--- src/rtl/alu_slice_pkg.sv ---
package alu_slice_pkg;

   typedef enum logic [2:0] {
      OP_ZERO  = 3'b000,
      OP_BSUBA = 3'b001,
      OP_ASUBB = 3'b010,
      OP_ADD   = 3'b011,
      OP_XOR   = 3'b100,
      OP_OR    = 3'b101,
      OP_AND   = 3'b110,
      OP_ONES  = 3'b111
   } alu_op_e;

   typedef enum logic [1:0] {
      SRC_FILL  = 2'd0,
      SRC_ARITH = 2'd1,
      SRC_BITOP = 2'd2
   } res_src_e;

   typedef enum logic [1:0] {
      BOP_XOR = 2'd0,
      BOP_OR  = 2'd1,
      BOP_AND = 2'd2
   } bit_op_e;

   typedef struct packed {
      res_src_e src;
      logic     fill;
      logic     inv_a;
      logic     inv_b;
      bit_op_e  bop;
   } alu_ctrl_t;

endpackage

--- src/rtl/alu_mode_decode.sv ---
module alu_mode_decode
   import alu_slice_pkg::*;
(
   input  logic [2:0] sel_i,
   output alu_ctrl_t  ctrl_o
);

   always_comb begin
      ctrl_o.src   = SRC_FILL;
      ctrl_o.fill  = 1'b0;
      ctrl_o.inv_a = 1'b0;
      ctrl_o.inv_b = 1'b0;
      ctrl_o.bop   = BOP_XOR;
      case (alu_op_e'(sel_i))
         OP_ZERO:  ctrl_o.fill = 1'b0;
         OP_ONES:  ctrl_o.fill = 1'b1;
         OP_BSUBA: begin
            ctrl_o.src   = SRC_ARITH;
            ctrl_o.inv_a = 1'b1;
         end
         OP_ASUBB: begin
            ctrl_o.src   = SRC_ARITH;
            ctrl_o.inv_b = 1'b1;
         end
         OP_ADD:   ctrl_o.src = SRC_ARITH;
         OP_XOR: begin
            ctrl_o.src = SRC_BITOP;
            ctrl_o.bop = BOP_XOR;
         end
         OP_OR: begin
            ctrl_o.src = SRC_BITOP;
            ctrl_o.bop = BOP_OR;
         end
         OP_AND: begin
            ctrl_o.src = SRC_BITOP;
            ctrl_o.bop = BOP_AND;
         end
         default: ctrl_o.fill = 1'b0;
      endcase
   end

endmodule

--- src/rtl/alu_carry_chain.sv ---
module alu_carry_chain #(
   parameter int W      = 4,
   parameter bit LUMPED = 1'b0
) (
   input  logic [W-1:0] x_i,
   input  logic [W-1:0] y_i,
   input  logic         c_i,
   output logic [W-1:0] sum_o,
   output logic         c_msb_o,
   output logic         c_o
);

   generate
      if (W < 2) begin : g_bad_width
         $error("alu_carry_chain: W must be at least 2");
      end

      if (LUMPED) begin : g_lumped
         logic [W:0] tot;
         assign tot     = {1'b0, x_i} + {1'b0, y_i} + {{W{1'b0}}, c_i};
         assign sum_o   = tot[W-1:0];
         assign c_o     = tot[W];
         // the carry into the top bit is recovered from that bit's sum
         assign c_msb_o = tot[W-1] ^ x_i[W-1] ^ y_i[W-1];
      end else begin : g_ripple
         logic [W:0] c;
         assign c[0] = c_i;
         for (genvar i = 0; i < W; i++) begin : g_bit
            logic p;
            assign p        = x_i[i] ^ y_i[i];
            assign sum_o[i] = p ^ c[i];
            assign c[i+1]   = (x_i[i] & y_i[i]) | (p & c[i]);
         end
         assign c_msb_o = c[W-1];
         assign c_o     = c[W];
      end
   endgenerate

endmodule

--- src/rtl/alu_bitwise.sv ---
module alu_bitwise
   import alu_slice_pkg::*;
#(
   parameter int W = 4
) (
   input  logic [W-1:0] a_i,
   input  logic [W-1:0] b_i,
   input  bit_op_e      op_i,
   output logic [W-1:0] r_o
);

   generate
      for (genvar i = 0; i < W; i++) begin : g_bit
         always_comb begin
            case (op_i)
               BOP_OR:  r_o[i] = a_i[i] | b_i[i];
               BOP_AND: r_o[i] = a_i[i] & b_i[i];
               default: r_o[i] = a_i[i] ^ b_i[i];
            endcase
         end
      end
   endgenerate

endmodule

--- src/rtl/alu_slice.sv ---
module alu_slice
   import alu_slice_pkg::*;
#(
   parameter int W      = 4,
   parameter bit LUMPED = 1'b0
) (
   input  logic [W-1:0] a_i,
   input  logic [W-1:0] b_i,
   input  logic [2:0]   sel_i,
   input  logic         c_i,
   output logic [W-1:0] f_o,
   output logic         c_o,
   output logic         ovf_o
);

   alu_ctrl_t  ctrl;
   logic [W-1:0] x_op, y_op, sum, bit_res;
   logic         c_msb, c_out;

   alu_mode_decode u_dec (
      .sel_i  (sel_i),
      .ctrl_o (ctrl)
   );

   assign x_op = ctrl.inv_a ? ~a_i : a_i;
   assign y_op = ctrl.inv_b ? ~b_i : b_i;

   alu_carry_chain #(.W(W), .LUMPED(LUMPED)) u_add (
      .x_i     (x_op),
      .y_i     (y_op),
      .c_i     (c_i),
      .sum_o   (sum),
      .c_msb_o (c_msb),
      .c_o     (c_out)
   );

   alu_bitwise #(.W(W)) u_bit (
      .a_i  (a_i),
      .b_i  (b_i),
      .op_i (ctrl.bop),
      .r_o  (bit_res)
   );

   always_comb begin
      case (ctrl.src)
         SRC_ARITH: begin
            f_o   = sum;
            c_o   = c_out;
            ovf_o = c_msb ^ c_out;
         end
         SRC_BITOP: begin
            f_o   = bit_res;
            c_o   = 1'b0;
            ovf_o = 1'b0;
         end
         default: begin
            f_o   = {W{ctrl.fill}};
            c_o   = 1'b0;
            ovf_o = 1'b0;
         end
      endcase
   end

   always_comb begin
      if (sel_i == 3'b000) begin

         clear_result_chk: assert (f_o == '0 && !c_o && !ovf_o)
            else $error("clear code left a nonzero output");
      end
      if (sel_i == 3'b111) begin

         preset_result_chk: assert (f_o == '1 && !c_o && !ovf_o)
            else $error("preset code did not give all ones");
      end
      if (sel_i == 3'b110) begin

         and_result_chk: assert (f_o == (a_i & b_i))
            else $error("bitwise and mismatch");
      end
      if (sel_i[2] && sel_i != 3'b111) begin

         bitop_flags_quiet_chk: assert (!c_o && !ovf_o)
            else $error("bitwise code raised a flag");
      end
      if (sel_i != 3'b000 && !sel_i[2]) begin

         signed_overflow_chk: assert (ovf_o ==
               ((x_op[W-1] == y_op[W-1]) && (f_o[W-1] != x_op[W-1])))
            else $error("overflow flag disagrees with sign rule");
      end
   end

endmodule

--- src/rtl/alu_ripple_chain.sv ---
module alu_ripple_chain #(
   parameter int SLICE_W    = 4,
   parameter int NUM_SLICES = 4,
   parameter bit LUMPED_ADD = 1'b0,
   localparam int TOT_W     = SLICE_W * NUM_SLICES
) (
   input  logic [TOT_W-1:0] a_i,
   input  logic [TOT_W-1:0] b_i,
   input  logic [2:0]       sel_i,
   input  logic             carry_i,
   output logic [TOT_W-1:0] f_o,
   output logic             carry_o,
   output logic             ovf_o
);

   logic [NUM_SLICES:0]   link;
   logic [NUM_SLICES-1:0] ovf_all;

   generate
      if (SLICE_W < 2) begin : g_bad_slice
         $error("alu_ripple_chain: SLICE_W must be at least 2");
      end
      if (NUM_SLICES < 1) begin : g_bad_count
         $error("alu_ripple_chain: NUM_SLICES must be at least 1");
      end
   endgenerate

   assign link[0] = carry_i;

   generate
      for (genvar s = 0; s < NUM_SLICES; s++) begin : g_slice
         alu_slice #(.W(SLICE_W), .LUMPED(LUMPED_ADD)) u_slice (
            .a_i   (a_i[s*SLICE_W +: SLICE_W]),
            .b_i   (b_i[s*SLICE_W +: SLICE_W]),
            .sel_i (sel_i),
            .c_i   (link[s]),
            .f_o   (f_o[s*SLICE_W +: SLICE_W]),
            .c_o   (link[s+1]),
            .ovf_o (ovf_all[s])
         );
      end
   endgenerate

   assign carry_o = link[NUM_SLICES];
   assign ovf_o   = ovf_all[NUM_SLICES-1];

   always_comb begin
      if (sel_i[2] || sel_i == 3'b000) begin

         slice_ovf_quiet_chk: assert (ovf_all == '0 && link[NUM_SLICES:1] == '0)
            else $error("a slice raised a flag outside arithmetic");
      end
      if (sel_i == 3'b100) begin

         wide_xor_chk: assert (f_o == (a_i ^ b_i))
            else $error("wide xor mismatch");
      end
   end

endmodule

--- config.mk ---
export PLATFORM = sky130hd
export DESIGN_NAME = alu_ripple_chain
export DESIGN_NICKNAME = d
export VERILOG_FILES = /design/src/rtl/alu_slice_pkg.sv /design/src/rtl/alu_mode_decode.sv /design/src/rtl/alu_carry_chain.sv /design/src/rtl/alu_bitwise.sv /design/src/rtl/alu_slice.sv /design/src/rtl/alu_ripple_chain.sv
export SDC_FILE = /design/constraint.sdc
export NUM_CORES = 1
export LEC_CHECK = 0
export BUFFER_PORTS_ARGS = -buffer_cell sky130_fd_sc_hd__buf_4
export CORE_MARGIN = 5
export CORE_UTILIZATION = 60
export DETAILED_ROUTE_END_ITERATION = 8
export GPL_ROUTABILITY_DRIVEN = 0
export PLACE_DENSITY_LB_ADDON = 0.1
export SETUP_SLACK_MARGIN = 0.02
export SYNTH_ARGS = -nofsm -noshare
export SYNTH_HDL_FRONTEND = slang
export SYNTH_SLANG_ARGS = --single-unit
export TNS_END_PERCENT = 5
--- constraint.sdc ---
create_clock -name vclk -period 18.24
set_input_delay 1.824 -clock vclk [all_inputs]
set_output_delay 1.824 -clock vclk [all_outputs]
set_load 0.1 [all_outputs]
# Yosys cells after proc, flatten, opt, wreduce, memory -nomap -nowiden
# Index checks and enable logic that the tools add are counted.
# Widths: inputs -> output; s select.
# word_totals
output_inout_bits	18
wordCells	188
register_bits	0
# op_classes
bitwise_logic	137
eq_ne	11
reduce_logical	2
muxes	38
# op_table
cell	n
$xor 1x1->1	49
$and 1x1->1	48
$mux 4	8
$not 4->4	8
$or 1x1->1	32
$pmux 1 s2	16
$pmux 4 s2	4
$eq 3x3->1 const B	4
$mux 1	8
$pmux 2 s2	2
$eq 3x2->1 const B	2
$reduce_or 3->1	2
$eq 2x1->1 const B	2
$eq 2x2->1 const B	2
$eq 3x1->1 const B	1

# Logic depth before layout (Yosys ltp)
# Gate-level depths: netlist of the first run.
# logic_depth
word_depth	41
mapped_depth	25
ltp_nobuf	24

# Cells and area by module
# A second synthesis of the first run with hierarchy kept.
# hier_totals
cells_unflattened	332
hier_area_um2	2522.4
# modules_own_cells
module	cells_each	area_each_um2	seq_area_each_um2	instances
alu_bitwise	37	256.5	0.0	4
alu_slice	25	196.4	0.0	4
alu_carry_chain	14	117.6	0.0	4
alu_mode_decode	7	60.1	0.0	4

# Worst setup path after synthesis of the first run
# Ideal clock, no wire load.
# synth_timing
path_kind	input -> output
start	input port sel_i[0]
end	output port f_o[15]
arrival_ps	10444
stages	24
path_slack_ps	5972
t_required_ps	16416
path_cell_list	nor3b_2 -> buf_4 -> buf_6 -> xnor2_1 -> fa_1 -> fa_1 -> fa_1 -> fa_1 -> nand2b_1 -> fa_1 -> fa_1 -> fa_1 -> fa_1 -> nand2b_1 -> fa_1 -> fa_1 -> fa_1 -> fa_1 -> nand2b_1 -> fa_1 -> fa_1 -> fa_1 -> fa_1 -> o221ai_1
# synth_via
elab_chain_len	39
elab_cells_between_ends	93
# synth_rtl
element	line	source
from (decl)	alu_ripple_chain.sv:9	input logic [2:0] sel_i,
$eq 3x1->1 / $eq 3x2->1 (equally long branches)	alu_mode_decode.sv:14	case (alu_op_e'(sel_i))
$mux 1	alu_mode_decode.sv:14	
$mux 4 (on tied branches)	alu_slice.sv:25, alu_slice.sv:26	
$xor 1x1->1	alu_carry_chain.sv:30	assign p = x_i[i] ^ y_i[i];
$and 1x1->1	alu_carry_chain.sv:32	assign c[i+1] = (x_i[i] & y_i[i]) | (p & c[i]);
$or 1x1->1	alu_carry_chain.sv:32	
$and 1x1->1	alu_carry_chain.sv:32	
$or 1x1->1	alu_carry_chain.sv:32	
[... 23 more ...]	--	
$and 1x1->1	alu_carry_chain.sv:32	
$or 1x1->1	alu_carry_chain.sv:32	
$and 1x1->1	alu_carry_chain.sv:32	
$or 1x1->1	alu_carry_chain.sv:32	
$and 1x1->1	alu_carry_chain.sv:32	
$or 1x1->1	alu_carry_chain.sv:32	
$xor 1x1->1	alu_carry_chain.sv:31	assign sum_o[i] = p ^ c[i];
$pmux 4 s2 (*)	alu_slice.sv:45	case (ctrl.src)
to (decl)	alu_ripple_chain.sv:11	output logic [TOT_W-1:0] f_o,
# Every way passes the cells marked *; elsewhere a longest branch is shown, timed or not.

# Worst setup path in the final report of the first run
# layout_timing
start	input port sel_i[2]
end	output port ovf_o
# layout_via
elab_chain_len	41
elab_cells_between_ends	89
# layout_rtl
element	line	source
$eq 3x1->1 / $eq 3x2->1 (equally long branches)	alu_mode_decode.sv:14	
$mux 1	alu_mode_decode.sv:14	
$mux 4 (on tied branches)	alu_slice.sv:25, alu_slice.sv:26	
$xor 1x1->1	alu_carry_chain.sv:30	
$and 1x1->1	alu_carry_chain.sv:32	
$or 1x1->1	alu_carry_chain.sv:32	
$and 1x1->1	alu_carry_chain.sv:32	
$or 1x1->1	alu_carry_chain.sv:32	
[... 25 more ...]	--	
$and 1x1->1	alu_carry_chain.sv:32	
$or 1x1->1	alu_carry_chain.sv:32	
$and 1x1->1	alu_carry_chain.sv:32	
$or 1x1->1	alu_carry_chain.sv:32	
$and 1x1->1	alu_carry_chain.sv:32	
$or 1x1->1	alu_carry_chain.sv:32	
$xor 1x1->1	alu_slice.sv:49	ovf_o = c_msb ^ c_out;
$mux 1 (*)	alu_slice.sv:45	
to (decl)	alu_ripple_chain.sv:13	output logic ovf_o
# Marked as above.

==> results.sh, run 1 <==
export IMPL_outcome="finished clean"
export IMPL_layout_commonest_cell="buf_4"
export IMPL_nNetsFinal=351
export IMPL_rsz0062_at_grt="false"
export IMPL_max_freq_ghz=0.0828
export IMPL_yosysWarnings=0
export IMPL_ant_nets=0
export IMPL_area_growth_synth_to_final_pct=20.7
export IMPL_cts_resized=0
export IMPL_syn_inst=218
export IMPL_slew_headroom=0.326
export IMPL_cts_hold_buf=0
export IMPL_hold_slack_ps=4370
export IMPL_syn_num_nets=307
export IMPL_io_pins=54
export IMPL_finalSetupTns_ps=0
export IMPL_drv_cap=0
export IMPL_power_leakage_nw=1.09
export IMPL_grt_pass1_vias=1653
export IMPL_slew_viol_final=0
export IMPL_cp_start_kind="primary input"
export IMPL_drt_initial_drc_count=108
export IMPL_diodes=0
export IMPL_vias=1635
export IMPL_arrival_ps=10250
export IMPL_first_pass_iters=4
export IMPL_grt_overflow=0
export IMPL_min_period_ps=12070
export IMPL_period_share=0.662
export IMPL_drt_total_wl_um=4230
export IMPL_grt_start_max_net_pins=18
export IMPL_power_density_nw_per_um2=46.5
export IMPL_initial_core_util=0.613
export IMPL_drive_gt1_frac=0.227
export IMPL_synth_cell_types=23
export IMPL_syn_area_um2=1820
export IMPL_grtUsageTotal=0.205
export IMPL_power_total_mw=0.102
export IMPL_finalSetupViolCount=0
export IMPL_dieHeight_um=65.1
export IMPL_crit_path_max_fanout=16
export IMPL_die_area_um2=4240
export IMPL_hold_viol=0
export IMPL_hold_class="in -> out"
export IMPL_numPortBuffers=54
export IMPL_path_class="in -> out"
export IMPL_vdd_drop_max_mv=0.0324
export IMPL_setup_ws_ps=6170
export IMPL_required_ps=16420
export IMPL_routedWlPerCell_um=14.4
export IMPL_post_cts_buffers=0
export IMPL_min_path_cells=5
export IMPL_hold_start="b_i[15]"
export IMPL_antenna_found_initial=0
export IMPL_post_place_ws_ps=6190
export IMPL_syn_area_per_cell_um2=8.37
export IMPL_rows=20
export IMPL_worstMarginPinSlew_ps=1010
export IMPL_nFlopsAndLatches=0
export IMPL_core_area_um2=2980
export IMPL_nClkBuffers=0
export IMPL_dp_hpwl_um=3270
export IMPL_drt_vias_per_instance=5.58
export IMPL_layout_common_cells="buf_4 (55), inv_1 (54), ha_1 (37)"
export IMPL_die_w_um=65.1
export IMPL_drc=0
export IMPL_min_to="carry_o"
export IMPL_critPathCaptureType="output pin"
export IMPL_grt_pass1_wl_um=7260
export IMPL_ys_seq_area_frac=0
export IMPL_seqCellArea_um2=0
-- kinds of logic (layout without fill, tap and decap cells) --
| group | Yosys count | count (layout) | share of synthesized area |
|---|---|---|---|
| fa+ha+maj | 53 | 53 | 0.429 |
| buf+inv | 68 | 110 | 0.155 |
| xor+xnor | 33 | 33 | 0.158 |
| simple gates | 15 | 15 | 0.0569 |
| compound gates | 49 | 49 | 0.200 |
-- critical path, stage by stage --
cell and delay, ps:
buf_4 140, nor3_4 770, xnor2_1 170, fa_1 420, fa_1 420, fa_1 390
fa_1 360, nand2b_1 170, fa_1 390, fa_1 390, fa_1 390, fa_1 350
nand2b_1 160, fa_1 390, fa_1 400, fa_1 390, fa_1 360, nand2b_1 160
fa_1 380, fa_1 390, fa_1 420, fa_1 410, xor2_1 150, and2_1 140
buf_4 280
-- stage by stage --
step / cells / utilization / area, µm²
6_report: 293 / 0.739 / 2200
5_1_grt: 293 / 0.739 / 2200
4_1_cts: 293 / 0.739 / 2200
3_5_place_dp: 293 / 0.739 / 2200
3_3_place_gp: 293 / 0.739 / 2200
2_1_floorplan: 218 / - / 1820
-- power breakdown --
group / internal, mW / total, mW / switching, mW
Combinational: 0.0313 / 0.102 / 0.0711
Clock: 0 / 0 / 0
Sequential: 0 / 0 / 0
Total: 0.0313 / 0.102 / 0.0711
-- area by class of cell --
cell class | count | area, µm²
multi-input cells | 150 | 1540
fillers | 261 | 776
repair buffers | 55 | 413
inverters | 55 | 206
well taps | 33 | 41.3
-- per-layer routing --
metal / part of all wire / vias to the layer above / GRT usage
li1: - / 811 / -
met1: 0.43 / 766 / 0.270
met2: 0.52 / 58 / 0.391
met3: 0.057 / 0 / 0.0103
met4: 0 / 0 / 0.00777
met5: 0 / - / 0
-- Yosys cell counts --
cell type   n  area share
nor2_1      2      0.0041
nor3b_2     1      0.0069
nand3_1     1      0.0027
fa_1       16        0.18
buf_2       4       0.011
nand2b_1    5       0.017
ha_1       37        0.25
inv_2       1      0.0021
buf_6       1      0.0062
o221ai_1   16       0.077
xor2_1      1      0.0048
xnor2_1    32        0.15
buf_8       1      0.0082
o21ai_0    17       0.047
buf_4       1      0.0041
clkbuf_1    6       0.012
or2_2       1      0.0034
inv_1      54        0.11
nor3_4      1      0.0089
and2_1      1      0.0034
a221oi_1   16       0.077
nand4_1     1      0.0034
nor2b_1     2      0.0069
-- worst max-delay path by stage --
stage | start | end | slack (ps) | cells after the start
floorplan | sel_i[0] | f_o[15] | 5970 | 24
global placement | sel_i[2] | f_o[15] | 6340 | 24
detailed placement | sel_i[2] | f_o[15] | 6190 | 24
CTS | sel_i[2] | f_o[15] | 6160 | 24
global route | sel_i[2] | f_o[15] | 5820 | 24
finish | sel_i[2] | ovf_o | 6170 | 25
(Power assumes the default switching activity.)
==> run 2, diff against run 1 <==
ABC_AREA = 1   (was unset)
CORE_UTILIZATION = 52   (was 60)
clock period = 10.43 ns   (was 18.24 ns; I/O delays follow)
==> run 2 against run 1 <==
  * Setup slack worse by 5900 ps
  * Sequential cell count stayed put
  * Wire length rose by 15%
  * First-iteration DRC count fell by 45%
  * Combinational power increased by 92%
  * Critical path type unchanged
  * Largest cell class unchanged
  * Highest routed layer is now met4
==> results.sh, run 2 <==
export IMPL_synth_top_family_by_area="adder cells"
export IMPL_yosys_top_cells_count="nand2_1 (96), inv_1 (57), ha_1 (37), nor2_1 (34), xor2_1 (30)"
export IMPL_die_area_um2=5510
export IMPL_grtUsageTotal=0.175
export IMPL_nClkBuffers=0
export IMPL_drv_cap=0
export IMPL_slew_headroom=0.323
export IMPL_slew_viol_final=0
export IMPL_path_class="in -> out"
export IMPL_power_total_mw=0.196
export IMPL_switchingPower_mw=0.134
export IMPL_synth_compound_area_frac=0.00583
export IMPL_synthMuxAreaShare=0
export IMPL_combPwrFrac=1.000
export IMPL_syn_inst=331
export IMPL_dp_hpwl_um=3760
export IMPL_final_util=0.654
export IMPL_first_pass_iters=4
export IMPL_vias=2030
export IMPL_post_synth_top_area_cell="ha_1"
export IMPL_power_density_nw_per_um2=75.0
export IMPL_drt_vias_per_instance=4.74
export IMPL_synthAdderAreaFrac=0.365
export IMPL_post_cts_buffers=0
export IMPL_finalSetupTns_ps=0
export IMPL_nFlopsAndLatches=0
export IMPL_synth_area_top_cells="ha_1 (22%), nand2_1 (17%), fa_1 (15%)"
export IMPL_vdd_drop_max_mv=0.0545
export IMPL_die_w_um=74.2
export IMPL_routedWlPerCell_um=11.3
export IMPL_crit_path_max_fanout=5
export IMPL_p_int_mw=0.0619
export IMPL_min_period_ps=10160
export IMPL_hold_viol=0
export IMPL_arrival_ps=9120
export IMPL_grt_overflow=0
export IMPL_initial_core_util=0.536
export IMPL_ys_seq_area_frac=0
export IMPL_syn_area_um2=2150
export IMPL_seqCellArea_um2=0
export IMPL_dieHeight_um=74.2
export IMPL_area_growth_synth_to_final_pct=22.0
export IMPL_nNetsFinal=469
export IMPL_endpoint="f_o[15]"
export IMPL_rsz0062_at_grt="false"
export IMPL_layout_common_cells="nand2_1 (95), buf_4 (60), inv_1 (56)"
export IMPL_setup_ws_ps=266
export IMPL_drc=0
export IMPL_diodes=0
export IMPL_finalSetupViolCount=0
export IMPL_synth_top_area_frac=0.216
export IMPL_drt_initial_drc_count=59
export IMPL_seqPwrFrac=0
export IMPL_syn_area_per_cell_um2=6.48
export IMPL_drive_gt1_frac=0.251
export IMPL_cpMostUsedCell="fa_1"
export IMPL_synth_simple_area_share=0.344
export IMPL_grt_pass1_wl_um=7940
export IMPL_post_place_ws_ps=-132
export IMPL_yosysWarnings=0
export IMPL_switching_share=0.685
export IMPL_synth_cell_types=21
export IMPL_syn_num_nets=420
export IMPL_outcome="finished clean"
export IMPL_layout_commonest_cell="nand2_1"
export IMPL_max_freq_ghz=0.0984
export IMPL_ant_nets=0
export IMPL_required_ps=9390
export IMPL_critPathCaptureType="output pin"
export IMPL_core_area_um2=4000
export IMPL_cp_start_kind="primary input"
export IMPL_worstMarginPinSlew_ps=1020
export IMPL_period_share=0.974
export IMPL_rows=23
export IMPL_antenna_found_initial=0
export IMPL_nFillCells=400
export IMPL_hold_class="in -> out"
export IMPL_drt_total_wl_um=4850
export IMPL_numPortBuffers=54
export IMPL_crit_slowest_cell="fa_1"
export IMPL_startpoint="sel_i[1]"
export IMPL_synth_most_common_cell="nand2_1"
export IMPL_io_pins=54
export IMPL_p_clk_frac=0
export IMPL_synth_xor_xnor_area_share=0.142
export IMPL_grt_start_max_net_pins=33
export IMPL_hold_slack_ps=2840
export IMPL_power_leakage_nw=1.46
export IMPL_grt_pass1_vias=1866
export IMPL_slowest_delay_ps=420
-- run 2: layout make-up --
| class | count | area, µm² | share of cell area |
|---|---|---|---|
| multi-input cells | 258 | 1860 | 0.712 |
| repair buffers | 61 | 470 | 0.180 |
| well taps | 50 | 62.6 | 0.0239 |
| inverters | 59 | 221 | 0.0846 |
-- run 2: power groups by stage --
stage | Clock, mW | Sequential (mW) | Combinational [mW]
final | 0 | 0 | 0.196
after floorplan | 0 | 0 | 0.146
after CTS | 0 | 0 | 0.198
after global routing | 0 | 0 | 0.216
after global placement | 0 | 0 | 0.192
after detailed placement | 0 | 0 | 0.195
-- run 2: critical path, delay by kind of cell --
kind                     cells  cell delay, ps
adder cells (fa/ha/maj)     16            5960
AND/OR/NAND/NOR              8            1520
buffers and inverters        3             410
XOR/XNOR                     1             160
-- run 2: metrics by stage --
step / cell area (µm²) / instances
floorplan: 2160 / 331
global placement: 2590 / 428
detailed placement: 2590 / 428
CTS: 2610 / 428
global route: 2620 / 428
finish: 2620 / 428
-- run 2: cell families after synthesis --
| group | Yosys count |
|---|---|
| XOR/XNOR | 33 |
| buffers and inverters | 73 |
| adder cells (fa/ha/maj) | 53 |
| AND/OR/NAND/NOR | 170 |
| AO/OA/AOI/OAI | 2 |
-- run 2: worst min path at each step --
stage	start	to	slack, ps	cells past startpoint
2_1_floorplan	b_i[15]	carry_o	2700	3
3_3_place_gp	carry_i	f_o[0]	2880	8
3_5_place_dp	b_i[2]	f_o[2]	2880	9
4_1_cts	b_i[15]	f_o[15]	2840	9
5_1_grt	b_i[15]	f_o[15]	2920	9
6_report	b_i[15]	f_o[15]	2840	9
-- run 2: per-layer routing --
metal,global-route usage,part of all wire,vias to the layer above
met5,0,0,-
li1,-,-,1060
met1,0.215,0.41,918
met3,0.00541,0.063,2
met4,0.0198,0.0025,0
met2,0.346,0.52,50
-- run 2: what timing repair did --
action	CTS	global route
resized for setup	5	4
endpoints found under the setup margin	1	1
hold buffers	0	0
